==> src/rtl/redirect_hazard_ctl.sv <==
module redirect_hazard_ctl #(
  parameter int OP_W  = 3,
  parameter int REG_W = 5,
  parameter logic [OP_W-1:0] OP_J    = 1,
  parameter logic [OP_W-1:0] OP_JAL  = 2,
  parameter logic [OP_W-1:0] OP_JR   = 3,
  parameter logic [OP_W-1:0] OP_JALR = 4,
  parameter logic [OP_W-1:0] OP_BEQZ = 5,
  parameter logic [OP_W-1:0] OP_BNEZ = 6
) (
  input  logic [OP_W-1:0]  op_d,
  input  logic [OP_W-1:0]  op_e,
  input  logic             zero_e,
  input  logic [REG_W-1:0] rs_d,
  input  logic             rs_rd_en_d,
  input  logic [REG_W-1:0] rt_d,
  input  logic             rt_rd_en_d,
  input  logic [REG_W-1:0] dst_e,
  input  logic             wr_en_e,
  input  logic [REG_W-1:0] dst_m,
  input  logic             wr_en_m,
  input  logic [REG_W-1:0] dst_w,
  input  logic             wr_en_w,
  output logic [1:0]       pc_sel,
  output logic [1:0]       ir_d_sel,
  output logic             ir_e_sel
);
  localparam logic [1:0] PC_SEQ = 2'd0, PC_ABS = 2'd1, PC_REG = 2'd2, PC_BR = 2'd3;
  localparam logic [1:0] IRD_MEM = 2'd0, IRD_HOLD = 2'd1, IRD_NOP = 2'd2;
  localparam int NSTG = 3;

  logic [REG_W-1:0] dst   [NSTG];
  logic             wr_en [NSTG];
  logic [NSTG-1:0]  rs_hit, rt_hit;

  assign dst[0] = dst_e;  assign wr_en[0] = wr_en_e;
  assign dst[1] = dst_m;  assign wr_en[1] = wr_en_m;
  assign dst[2] = dst_w;  assign wr_en[2] = wr_en_w;

  for (genvar s = 0; s < NSTG; s++) begin : g_cmp
    assign rs_hit[s] = rs_rd_en_d && wr_en[s] && (rs_d != '0) && (rs_d == dst[s]);
    assign rt_hit[s] = rt_rd_en_d && wr_en[s] && (rt_d != '0) && (rt_d == dst[s]);
  end

  logic hazard, br_taken, stall, jmp_abs, jmp_reg;

  assign hazard   = |{rs_hit, rt_hit};
  assign br_taken = ((op_e == OP_BEQZ) && zero_e) || ((op_e == OP_BNEZ) && !zero_e);
  assign stall    = hazard && !br_taken;
  assign jmp_abs  = (op_d == OP_J)  || (op_d == OP_JAL);
  assign jmp_reg  = (op_d == OP_JR) || (op_d == OP_JALR);

  assign pc_sel   = br_taken ? PC_BR : jmp_abs ? PC_ABS : jmp_reg ? PC_REG : PC_SEQ;
  assign ir_d_sel = (br_taken || jmp_abs || jmp_reg) ? IRD_NOP : stall ? IRD_HOLD : IRD_MEM;
  assign ir_e_sel = br_taken || stall;

  always_comb begin
    assert_branch_kills_both_R5: assert (pc_sel != PC_BR || (ir_d_sel == IRD_NOP && ir_e_sel))
      else $error("taken branch did not squash both younger instructions");
    assert_no_hold_on_branch_R7: assert (!(pc_sel == PC_BR && ir_d_sel == IRD_HOLD))
      else $error("decode held under a taken branch");
    assert_hold_needs_match_R6: assert (ir_d_sel != IRD_HOLD || hazard)
      else $error("hold without a register match");
    assert_hold_bubbles_exec_R6: assert (ir_d_sel != IRD_HOLD || ir_e_sel)
      else $error("hold without a bubble into execute");
    assert_jump_kills_fetch_R4: assert (!(pc_sel == PC_ABS || pc_sel == PC_REG) || ir_d_sel == IRD_NOP)
      else $error("jump redirect without squashing the fetched instruction");
  end
endmodule

==> config.mk <==
export PLATFORM = sky130hd
export DESIGN_NAME = redirect_hazard_ctl
export DESIGN_NICKNAME = d
export VERILOG_FILES = /design/src/rtl/redirect_hazard_ctl.sv
export SDC_FILE = /design/constraint.sdc
export NUM_CORES = 1
export LEC_CHECK = 0
export BUFFER_PORTS_ARGS = -buffer_cell sky130_fd_sc_hd__clkbuf_2
export CAP_MARGIN = 20
export CORE_AREA = 2 2 39 41
export DETAILED_ROUTE_END_ITERATION = 8
export DIE_AREA = 0 0 41 43
export MAX_ROUTING_LAYER = met4
export PLACE_DENSITY_LB_ADDON = 0.12
export RECOVER_POWER = 25
export SLEW_MARGIN = 10
export SYNTH_ARGS = -nofsm -noshare
export SYNTH_HDL_FRONTEND = slang
export SYNTH_SLANG_ARGS = --single-unit
==> constraint.sdc <==
create_clock -name vclk -period 3.7
set_input_delay 0.74 -clock vclk [all_inputs]
set_output_delay 0.74 -clock vclk [all_outputs]
set_load 0.01 [all_outputs]
# ---- Word level (Yosys, flattened, before mapping)
# Cells that the tools add are included.
dict set report totals {
  ff_bits 0
  latch_bits 0
  ramBits 0
  mem_bits_ro 0
  output_inout_bits 5
  word_cells 49
  mem_count 0
}
dict set report op_classes {
  n_addsub 0
  multipliers 0
  div 0
  n_lt_le_gt_ge 0
  eq_ne 12
  n_shift 0
  mux 5
  n_bitwise 0
  reduce_logical 32
}
# cell count
set ops {}
lappend ops {{== test 5 bit} 6}
lappend ops {{logical AND 1 bit} 21}
lappend ops {{nonzero test 5 bit} 2}
lappend ops {{== test 3 bit (second input constant)} 3}
lappend ops {{two-way mux 2 bit} 4}
lappend ops {{== test 3 x 2 -> 1 bit (second input constant)} 2}
lappend ops {{logical OR 1 bit} 6}
lappend ops {{OR reduction 6 bit} 1}
lappend ops {{== test 3 x 1 -> 1 bit (second input constant)} 1}
lappend ops {{zero test 1 bit} 2}
lappend ops {{two-way mux 1 bit} 1}

# ---- Longest topological paths before layout
dict set report depth {
  depth_word 7
  mapped_depth 5
  ltp_nobuf 5
}

# ---- Worst setup path after synthesis
# Ideal clock, no wire load.
dict set report synth_path {
  kind {input port to output port}
  startpoint {input port dst_m[4]}
  endpoint {output port ir_d_sel[0]}
  arrival_time_ps 1642
  setup_slack_ps 1318
  path_stages 5
  path_buffers 0
  cell_sequence {xor2_1 > nor4_2 > nand3_1 > a31o_1 > a21oi_2}
}
dict set report synth_via {
  elab_chain_cells 6
  word_cells_on_any_way 8
  classes_between {2 x eq/ne; 2 x mux; 4 x reduce/logical}
}
# element line_no
set synth_rtl {}
lappend synth_rtl {{start: declaration} 20} ;# input logic [REG_W-1:0] dst_m,
lappend synth_rtl {{== test 5 bit, on equally long branches} {41, 42}}
lappend synth_rtl {{logical AND 1 bit, on equally long branches} {41, 42}}
lappend synth_rtl {{OR reduction 6 bit (*)} 47} ;# assign hazard = |{rs_hit, rt_hit};
lappend synth_rtl {{logical AND 1 bit (*)} 49} ;# assign stall = hazard && !br_taken;
lappend synth_rtl {{two-way mux 1 bit (*)} 54} ;# assign ir_d_sel = (br_taken || jmp_abs || jmp_reg) ? IRD_NOP : stall ? IRD_HOLD : IRD_MEM;
lappend synth_rtl {{two-way mux 2 bit (*)} 54}
lappend synth_rtl {{end: declaration} 25} ;# output logic [1:0] ir_d_sel,
# Every way passes the cells marked *; elsewhere a longest branch is shown, timed or not.

# ---- Worst setup path in the final report
dict set report layout_path {
  startpoint {input port rt_d[4]}
  endpoint {output port ir_d_sel[0]}
}
dict set report layout_via {
  elab_chain_cells 7
  word_cells_on_any_way 14
  classes_between {3 x eq/ne; 2 x mux; 9 x reduce/logical}
}
# element line_no
set layout_rtl {}
lappend layout_rtl {{start: declaration} 16} ;# input logic [REG_W-1:0] rt_d,
lappend layout_rtl {{nonzero test 5 bit} 42} ;# assign rt_hit[s] = rt_rd_en_d && wr_en[s] && (rt_d != '0) && (rt_d == dst[s]);
lappend layout_rtl {{logical AND 1 bit (2 in a row)} 42}
lappend layout_rtl {{OR reduction 6 bit (*)} 47}
lappend layout_rtl {{logical AND 1 bit (*)} 49}
lappend layout_rtl {{two-way mux 1 bit (*)} 54}
lappend layout_rtl {{two-way mux 2 bit (*)} 54}
# Marks and branches as above.

==> flow_metrics.py <==
metrics = {
    "status": {
        "outcome": "completed",
    },
    "sta": {
        "setup-tns-final_ns": 0,
        "rsz0062_at_grt": "no",
        "relSlewSlack_pct": 76.3,
        "final-setup-viol-count": 0,
        "worst_pin_slew_ns": 0.352,
        "fmax_mhz": 367,
        "period_share_pct": 73.6,
        "hold_viol": 0,
        "period_needed_ns": 2.72,
        "drv_slew": 0,
    },
    "pwr": {
        "vdd_ir_drop_max_v": 0.0000400,
        "p_per_area_mw_per_mm2": 113,
        "totalPowerFinal_uw": 77.6,
        "p_leak_uw": 0.000325,
    },
    "global_route": {
        "grt_pass1_vias": 549,
        "overflow": 0,
        "grt_max_degree": 5,
        "track_usage_pct": 17.8,
        "grt_pass1_wl_um": 2240,
        "antenna_found_initial": 0,
    },
    "worst_setup_path": {
        "path_buf_inv": 2,
        "slowest_stage": "nor4_2",
        "cpMostUsedCell": "clkbuf_2",
        "worstSetupPathType": "input port to output port",
        "critPathRequiredTime_ns": 2.96,
        "crit_path_cell_trace": "clkbuf_2 -> xor2_1 -> nor4_2 -> nand3_1 -> a31o_1 -> a21oi_2 -> clkbuf_2",
        "endpoint_kind": "output port",
        "crit_path_max_fanout": 4,
        "max_stage_delay_ns": 0.30,
        "critPathTopFamily": "simple AND/OR/NAND/NOR gates",
        "critPathArrivalTime_ns": 1.98,
        "start_kind": "input port",
    },
    "cells_and_area": {
        "final_common_cell": "clkbuf_2",
        "design.seq.count": 0,
        "syn2layout_area_growth_pct": 49.7,
        "nClkBuffers": 0,
        "num_antenna_cells": 0,
        "mostFrequentLayoutCells": "41 x clkbuf_2, 24 x xor2_1, 7 x xnor2_1, 7 x nand3_1",
        "seqCellArea_um2": 0,
        "drive_gt1_share_pct": 42.7,
        "layout.nets": 142,
    },
    "routing": {
        "finalWirelength_um": 1370,
        "drtIter0Drc": 2,
        "dr.pass1.iters": 3,
        "drc": 0,
        "vias_per_cell": 4.95,
        "wl_per_cell_um": 11.5,
        "ant_nets": 0,
        "vias": 589,
    },
    "placed_design": {
        "numPortBuffers": 42,
        "gp_congestion": 0.852,
        "dpl.hpwl_um": 1250,
    },
    "floorplan": {
        "die_y_um": 43,
        "coreArea_mm2": 0.00138,
        "rows": 14,
        "ios": 42,
        "dieWidth_um": 41,
        "initial_core_util_pct": 33.3,
        "dieArea_mm2": 0.00176,
    },
    "clock_network": {
        "postCtsHoldBufs": 0,
        "post_cts_buffers": 0,
        "cts_resized": 0,
    },
    "logic_synthesis": {
        "ys_warn_count": 0,
        "ys_types": 16,
        "yosysSeqAreaShare_pct": 0,
        "syn_inst": 61,
        "syn_area_per_cell_um2": 7.55,
        "syn-cell-area_um2": 460,
        "synthesis.nets": 98,
    },
    "job": {
        "cap_violations": 0,
    },
    "min_path": {
        "hp-class": "input port to output port",
    },
}
==> logic make-up (layout without fill, tap and decap cells) <==
logic type,count (synthesis),in the layout,synth area share [%]
compound gates,11,11,14.9
xor+xnor,31,31,59.0
buf+inv,0,42,0
simple gates,19,19,26.1
==> power by group <==
group	switching, uW	internal, uW
registers	0	0
logic	40.0	37.6
clock network	0	0
total	40.0	37.6
==> cell usage after synthesis, drive strengths merged <==
library cell | n | area [um^2]
o21a | 1 | 7.51
or4 | 2 | 15.0
nor2 | 1 | 3.75
o21ai | 6 | 30.0
nand2 | 1 | 3.75
nand3 | 7 | 35.0
xnor2 | 7 | 61.3
a31o | 2 | 17.5
nor4 | 6 | 50.0
nor3b | 1 | 7.51
xor2 | 24 | 210
nor3 | 1 | 5.00
a21oi | 2 | 13.8
==> tightest hold or removal path, delay by kind of cell <==
| family | cells | cell delay, ns |
|---|---|---|
| buffers and inverters | 2 | 0.23 |
| AOI/OAI and AO/OA | 1 | 0.08 |
==> per-stage QoR <==
stage / std cells / area, um^2 / setup slack, ns / hold WS, ns / util, %
after floorplan: 61 / 460 / 1.32 / 1.61 / -
after global placement: 119 / 691 / 0.929 / 1.79 / 49.9
after detailed placement: 119 / 691 / 0.965 / 1.79 / 49.9
after CTS: 119 / 691 / 0.965 / 1.79 / 49.9
after global routing: 119 / 689 / 0.865 / 1.84 / 49.8
final: 119 / 689 / 0.977 / 1.79 / 49.8
==> final cells by class <==
type	instances	area, um^2
repair buffers	42	209
multi-input cells	61	460
fillers	160	694
well taps	16	20.0
==> path summary, 6_finish.rpt <==
path	from	end	slack [ns]	cells after the start
worst max-delay path	rt_d[4]	ir_d_sel[0]	0.98	7
worst min-delay path	op_d[2]	pc_sel[0]	1.79	3
==> routing by layer <==
layer | track usage (%) | routed length [um]
met1 | 23.1 | 559
met2 | 31.6 | 721
met3 | 0 | 93
met4 | 0 | 0
met5 | - | 0
(Power assumes the default switching activity.)
